===== config.mk =====
export PLATFORM = sky130hd
export DESIGN_NAME = sfdp_geom_discover
export DESIGN_NICKNAME = d
export VERILOG_FILES = /design/src/rtl/sfdp_geom_discover.sv
export SDC_FILE = /design/constraint.sdc
export NUM_CORES = 1
export LEC_CHECK = 0
export ABC_AREA = 1
export BUFFER_PORTS_ARGS = -buffer_cell sky130_fd_sc_hd__buf_2
export CORE_AREA = 5 5 187 189
export DETAILED_ROUTE_END_ITERATION = 10
export DIE_AREA = 0 0 192 194
export GPL_TIMING_DRIVEN = 0
export SLEW_MARGIN = 5
export SYNTH_ARGS = -nofsm -noshare
export SYNTH_HDL_FRONTEND = slang
export SYNTH_SLANG_ARGS = --single-unit

===== constraint.sdc =====
create_clock -name clk -period 1.95 [get_ports clk]
set_input_delay 0.195 -clock clk [delete_from_list [all_inputs] [get_ports clk]]
set_output_delay 0.195 -clock clk [all_outputs]
set_load 0.005 [all_outputs]

===== src/rtl/sfdp_geom_discover.sv =====
module sfdp_geom_discover #(
  parameter logic [31:0] DEF_PAGE_SIZE = 32'd256,
  parameter logic [31:0] DEF_CAPACITY  = 32'h0010_0000
) (
  input  logic        clk,
  input  logic        rst_n,
  output logic        xfer_req,
  output logic [7:0]  xfer_opcode,
  output logic [23:0] xfer_addr,
  output logic        xfer_dummy,
  output logic [2:0]  xfer_len,
  input  logic        xfer_ack,
  input  logic        rx_valid,
  input  logic [7:0]  rx_byte,
  output logic [31:0] page_size,
  output logic [31:0] capacity,
  output logic        cfg_valid,
  output logic        cfg_error
);
  localparam logic [31:0] SIG = 32'h5044_4653;

  typedef enum logic [2:0] {
    ST_HDR1, ST_HDR2, ST_PH1, ST_PH2, ST_T1, ST_T2, ST_T11, ST_DONE
  } st_e;

  st_e         state;
  logic        coll;
  logic [1:0]  bcnt;
  logic [23:0] shreg;
  logic [7:0]  sfdp_minor, sfdp_major;
  logic [8:0]  hdr_left;
  logic [23:0] ph_off;
  logic [7:0]  ph_lsb, ph_minor, ph_major;
  logic        found;
  logic [7:0]  best_minor;
  logic [23:0] tbl_ptr;
  logic [31:0] pg_new, cap_new;

  wire [31:0] word      = {rx_byte, shreg};
  wire        word_done = coll && rx_valid && (bcnt == 2'd3);
  wire        id_ok     = (sfdp_major == 8'd1) && (ph_lsb == 8'h00) &&
                          ((sfdp_minor < 8'd5) || (word[31:24] == 8'hFF));
  wire        take      = id_ok && (ph_major == 8'd1) && (ph_minor >= best_minor);
  wire        big_bad   = (word[30:0] > 31'd34) || (word[30:0] < 31'd3);
  wire [31:0] cap_dec   = word[31] ? (32'd1 << (word[4:0] - 5'd3))
                                   : ({1'b0, word[30:0]} >> 3) + 32'd1;

  assign xfer_opcode = 8'h5A;
  assign xfer_dummy  = 1'b1;
  assign xfer_len    = 3'd4;

  always_comb begin
    case (state)
      ST_HDR2: xfer_addr = 24'd4;
      ST_PH1:  xfer_addr = ph_off;
      ST_PH2:  xfer_addr = ph_off + 24'd4;
      ST_T1:   xfer_addr = tbl_ptr;
      ST_T2:   xfer_addr = tbl_ptr + 24'd4;
      ST_T11:  xfer_addr = tbl_ptr + 24'd40;
      default: xfer_addr = 24'd0;
    endcase
  end

  always_ff @(posedge clk) begin
    if (!rst_n) begin
      state      <= ST_HDR1;
      xfer_req   <= 1'b0;
      coll       <= 1'b0;
      bcnt       <= 2'd0;
      shreg      <= '0;
      sfdp_minor <= '0;
      sfdp_major <= '0;
      hdr_left   <= '0;
      ph_off     <= '0;
      ph_lsb     <= '0;
      ph_minor   <= '0;
      ph_major   <= '0;
      found      <= 1'b0;
      best_minor <= '0;
      tbl_ptr    <= '0;
      pg_new     <= '0;
      cap_new    <= '0;
      page_size  <= DEF_PAGE_SIZE;
      capacity   <= DEF_CAPACITY;
      cfg_valid  <= 1'b0;
      cfg_error  <= 1'b0;
    end else begin
      if (xfer_req) begin
        if (xfer_ack) begin
          xfer_req <= 1'b0;
          coll     <= 1'b1;
          bcnt     <= 2'd0;
        end
      end else if (!coll && state != ST_DONE) begin
        xfer_req <= 1'b1;
      end

      if (coll && rx_valid) begin
        shreg <= {rx_byte, shreg[23:8]};
        bcnt  <= bcnt + 2'd1;
      end

      if (word_done) begin
        coll <= 1'b0;
        case (state)
          ST_HDR1: begin
            if (word == SIG) state <= ST_HDR2;
            else begin cfg_error <= 1'b1; state <= ST_DONE; end
          end
          ST_HDR2: begin
            sfdp_minor <= word[7:0];
            sfdp_major <= word[15:8];
            hdr_left   <= {1'b0, word[23:16]} + 9'd1;
            ph_off     <= 24'd8;
            state      <= ST_PH1;
          end
          ST_PH1: begin
            ph_lsb   <= word[7:0];
            ph_minor <= word[15:8];
            ph_major <= word[23:16];
            state    <= ST_PH2;
          end
          ST_PH2: begin
            if (take) begin
              found      <= 1'b1;
              best_minor <= ph_minor;
              tbl_ptr    <= word[23:0];
            end
            hdr_left <= hdr_left - 9'd1;
            ph_off   <= ph_off + 24'd8;
            if (hdr_left != 9'd1) state <= ST_PH1;
            else if (found || take) state <= ST_T1;
            else begin cfg_error <= 1'b1; state <= ST_DONE; end
          end
          ST_T1: begin
            pg_new <= word[2] ? 32'd64 : 32'd1;
            state  <= ST_T2;
          end
          ST_T2: begin
            if (word[31] && big_bad) begin
              cfg_error <= 1'b1;
              state     <= ST_DONE;
            end else if (best_minor >= 8'd5) begin
              cap_new <= cap_dec;
              state   <= ST_T11;
            end else begin
              page_size <= pg_new;
              capacity  <= cap_dec;
              cfg_valid <= 1'b1;
              state     <= ST_DONE;
            end
          end
          ST_T11: begin
            page_size <= 32'd1 << word[7:4];
            capacity  <= cap_new;
            cfg_valid <= 1'b1;
            state     <= ST_DONE;
          end
          default: ;
        endcase
      end
    end
  end
endmodule


==> results.md <==
Outcome:
- The run finished, with violations left.
- The final reports fail on setup timing.

Global route:
- The number of global-route vias before repair was 13385.
- The first global-routing pass estimated 80.05 mm of wire.
- The total global routing track utilization is 0.2752.
- Entering global routing, the biggest net connects 13 pins.
- After global routing the overflow that remains totals 0.
- The initial antenna violation count came to 1.

Clock tree:
- The tree built by TritonCTS fans out to 218 sinks.
- After clock tree synthesis, the clock-pin slew on the worst setup and hold paths is 60 ps.
- Buffers inserted during clock tree synthesis total 25.
- In this run the number of H-tree levels came out at 1.
- The later pin in the worst-skew pair is clocked with a latency of 550 ps.
- The tree is rooted in a sky130_fd_sc_hd__clkbuf_16.
- The clock tree from TritonCTS is yes.
- The number of buffers between clock root and the deepest sink is 3.

Job:
- The max-cap check violation count is 0.

Yosys:
- The synthesis-stage register bit count is around 220.
- The share of synthesized area in the top cell type comes to 0.3365.
- The cell type with the largest total area after synthesis is sky130_fd_sc_hd__dfxtp_1.
- The share of the Yosys chip area taken by registers is 0.3365.
- The cell area that synthesis handed to floorplanning was 12970 µm².
- After synthesis, the share of flip-flops with an asynchronous set or reset is 0.
- The number of distinct library cells after synthesis is 52.
- Each instance of the synthesized netlist takes up on average 6.271 µm².
- Among all cell types in the netlist, the one instantiated most often is sky130_fd_sc_hd__nand2_1.
- For this run, the number of Yosys warnings is 0.
- The number of enable-type register cells in the synthesized netlist is 0.
- Sorting the synthesized cells by area gives the leading types as sky130_fd_sc_hd__dfxtp_1 34%, sky130_fd_sc_hd__nand2_1 15%, sky130_fd_sc_hd__nor2_1 7.9%.
- In the synthesized netlist, the number of instances is 2068.
- For this run, the leading register cell type out of synthesis is sky130_fd_sc_hd__dfxtp_1.
- In the synthesized netlist, the cells that appear most often are 505 x sky130_fd_sc_hd__nand2_1, 272 x sky130_fd_sc_hd__nor2_1, 219 x sky130_fd_sc_hd__inv_1.

Die:
- The placeable core region is 33110 µm².
- Measured along the x axis, the die boundary spans 192 µm.
- Measured along the y axis, the die boundary spans between 150 and 200 µm.
- The row count is 67.
- The starting density of the core is 0.3916.
- The die covers 37250 µm².
- The number of top-level pins is around 120.

Routing:
- In the routed design, unresolved DRC markers number 0.
- The antenna violation net count after detailed routing is 0.
- The via total after detailed routing is 15139.
- The wire length per cell after detailed routing is 19.63 µm.
- The final wirelength is 55.22 mm.
- The number of detailed-route iterations in the first pass is 7.
- In the routed layout, each cell is associated on average with a via count of 5.382.
- In this run, the number of DRC markers left after iteration 0 of detailed routing was between 1500 and 2000.

STA:
- The transition at the pin with the smallest max-transition slack is 968.8 ps.
- The count of pins over their slew limit is 0.
- For the final routed database, the setup TNS stands at -26280 ps.
- The shortest period the worst path allows is around 2700 ps.
- The headroom to the max-slew limit is 0.3541.
- In the finished design, the share of the clock period the worst path needs comes to 1.395.
- Setup violations remaining at the end of the flow were counted as 111.
- Setup slack on the critical path of the routed design comes to -770.6 ps.
- The highest clock frequency the design can meet is about 370 MHz.
- The setup clock skew after layout is 18.68 ps.
- The final count of hold timing violations is 0.
- Setup repair after global routing could not meet its margin everywhere.

Setup path:
- The startpoint identified for the worst register-to-register timing path is shreg[19].
- The signal on the critical path passes through inv_4 > nand3_4 > buf_8 > buf_12 > nor2_4 > ha_4 > inv_2 > nor2_4 > nand3_2 > a21oi_1 > nand2_1 > nand4_1 > buf_2.
- The kind of launch point of the worst setup path is a flop.
- The endpoint of the most critical register-to-register path is cap_new[9].
- The worst reg2reg path depth is 16.
- Along the worst path, the maximum fanout reaches 8.
- The slowest cell on the critical path is sky130_fd_sc_hd__dfxtp_2.
- STA puts the critical path data arrival time at 2530 ps.
- The endpoint kind of the worst setup timing path is an output port.
- On the worst path, the slowest cell contributes a delay of 340 ps.
- STA puts the critical path data required time at 1750 ps.
- The setup slack on the worst flop-to-flop path is -240 ps.
- The start-to-end type of the worst setup path is flop to output port.
- The cell repeated most along the worst path is sky130_fd_sc_hd__nor2_4.

Layout:
- The multi-input combinational cell area is ~9000 µm².
- The area growth from synthesis to layout is 43.27%.
- The final layout contains ~2400 nets.
- In the final layout, flip-flops and latches occupy 4418 µm².
- The area of all placed cells without fillers is 18580 µm².
- The layout filler cell count is 3209.
- The number of antenna cells inserted is 0.
- The share of final-layout standard cells stronger than drive strength 1 is 0.3260.

Placement:
- At the placement stage, the worst setup path has a slack of -720.6 ps.
- The total placed instance area is 14080 µm².
- In this run the tool buffered the top-level ports with 86 buffer cells.
- Detailed placement ended at an HPWL of 38.92 mm.
- The final estimated routing congestion in global placement is 1.008.

Power:
- The total power after layout is 0.01011 W.
- IR analysis of the VDD net gives a maximum drop of about 0.54 mV.
- For this design the ratio of total power to cell area is 544.4 nW/µm².
- The analysis attributes to cell leakage a power of 7.825 nW.

Min path:
- The tightest min-delay check is of the primary input to flop type.
- The startpoint identified for the worst hold timing path is rx_byte[4].
- The worst hold path endpoint is shreg[20].
- Along the worst hold path, the cell count comes to 3.
==> layout make-up <==
type	instances	area share
Buffer	116	0.05085
Inverter	239	0.05550
Timing Repair Buffer	233	0.1052
Multi-Input combinational cell	1515	0.4777
Tap cell	448	0.03017
Clock buffer	37	0.03879
Sequential cell	218	0.2378
Clock inverter	7	0.003974
==> power breakdown <==
| group | total (W) | internal, W | switching (W) | leakage, nW |
|---|---|---|---|---|
| Clock | 0.00469 | 0.00269 | 0.00200 | 0.388 |
| Combinational | 0.000882 | 0.000294 | 0.000587 | 5.66 |
| Sequential | 0.00454 | 0.00448 | 0.0000601 | 1.77 |
| Total | 0.0101 | 0.00747 | 0.00265 | 7.83 |
==> cell families (layout without fill, tap and decap cells) <==
kind of cell | Yosys count | count (layout) | synth area share
AOI/OAI and AO/OA | 456 | 456 | 0.1894
muxes | 7 | 7 | 0.005404
other | 2 | 28 | 0.0005791
and+or+nand+nor | 990 | 990 | 0.3192
adders and majority gates | 19 | 19 | 0.01833
xor gates and xnor gates | 15 | 15 | 0.01013
DFF | 218 | 218 | 0.3365
buffers and inverters | 361 | 632 | 0.1204
==> critical path: cells and delay by family, from the launching register on <==
kind	cells	cell delay, ps
AND/OR/NAND/NOR	6	760
buffers and inverters	5	580
flip-flops	1	340
adder cells (fa/ha/maj)	1	160
AO/OA/AOI/OAI	1	150
==> per-layer routing <==
| metal | track usage | wire length (µm) | up-vias |
|---|---|---|---|
| li1 | - | - | 7240 |
| met3 | 0.05095 | 5248 | 115 |
| met5 | 0 | 13 | - |
| met2 | 0.4084 | 23860 | 699 |
| met4 | 0.08637 | 1795 | 2 |
| met1 | 0.4034 | 24310 | 7083 |
==> flip-flops by register name, summed over array words and instances, names as in the netlist, 2 cells and up <==
register and cells:
bcnt 2, best_minor 8, cap_new 32, capacity 32
hdr_left 9, page_size 16, pg_new 2, ph_lsb 8
ph_major 8, ph_minor 8, ph_off 21, sfdp_major 8
sfdp_minor 8, shreg 24, state 3, tbl_ptr 24
==> cells in the final DEF, fill, tap and decap left out, types with 28 or more instances in the layout <==
cell type / n
sky130_fd_sc_hd__a21oi_1: 141
sky130_fd_sc_hd__a21oi_2: 39
sky130_fd_sc_hd__buf_2: 93
sky130_fd_sc_hd__buf_4: 134
sky130_fd_sc_hd__buf_6: 31
sky130_fd_sc_hd__clkbuf_1: 37
sky130_fd_sc_hd__clkbuf_16: 32
sky130_fd_sc_hd__conb_1: 28
sky130_fd_sc_hd__dfxtp_1: 187
sky130_fd_sc_hd__inv_1: 188
sky130_fd_sc_hd__nand2_1: 423
sky130_fd_sc_hd__nand2_2: 56
sky130_fd_sc_hd__nand2_4: 28
sky130_fd_sc_hd__nand3_1: 84
sky130_fd_sc_hd__nand4_1: 38
sky130_fd_sc_hd__nor2_1: 199
sky130_fd_sc_hd__nor2_2: 32
sky130_fd_sc_hd__nor2_4: 54
sky130_fd_sc_hd__nor3_1: 28
sky130_fd_sc_hd__o21ai_0: 141
sky130_fd_sc_hd__o21ai_2: 45
==> per-stage QoR <==
stage / cells / hold WS [ps] / utilization
2_1_floorplan: 2094 / 388.4 / -
3_3_place_gp: 2628 / 435.9 / 0.4252
3_5_place_dp: 2628 / 440.5 / 0.4252
4_1_cts: 2752 / 14.93 / 0.5080
5_1_grt: 2813 / 79.47 / 0.5610
6_report: 2813 / 38.39 / 0.5610
==> worst max path at each step <==
stage | from | to | slack (ps)
after floorplan | shreg[3] | page_size[10] | 30
after global placement | state[0] | xfer_addr[16] | -770
after detailed placement | tbl_ptr[3] | xfer_addr[19] | -720
after CTS | state[1] | xfer_addr[22] | -750
after global routing | state[1] | xfer_addr[9] | -920
final | state[1] | xfer_addr[14] | -770
==> what timing repair did <==
item / 4_1_cts / 5_1_grt
setup endpoints to repair: 196 / 201
cloned: 12 / 6
hold buffers: 1 / 0
pin swaps: 55 / 103
buffers inserted: 68 / 66
endpoints found under the hold margin: 3 / 0
gates resized for setup: 378 / 369
Note: power is estimated with default switching activity, not from simulation.
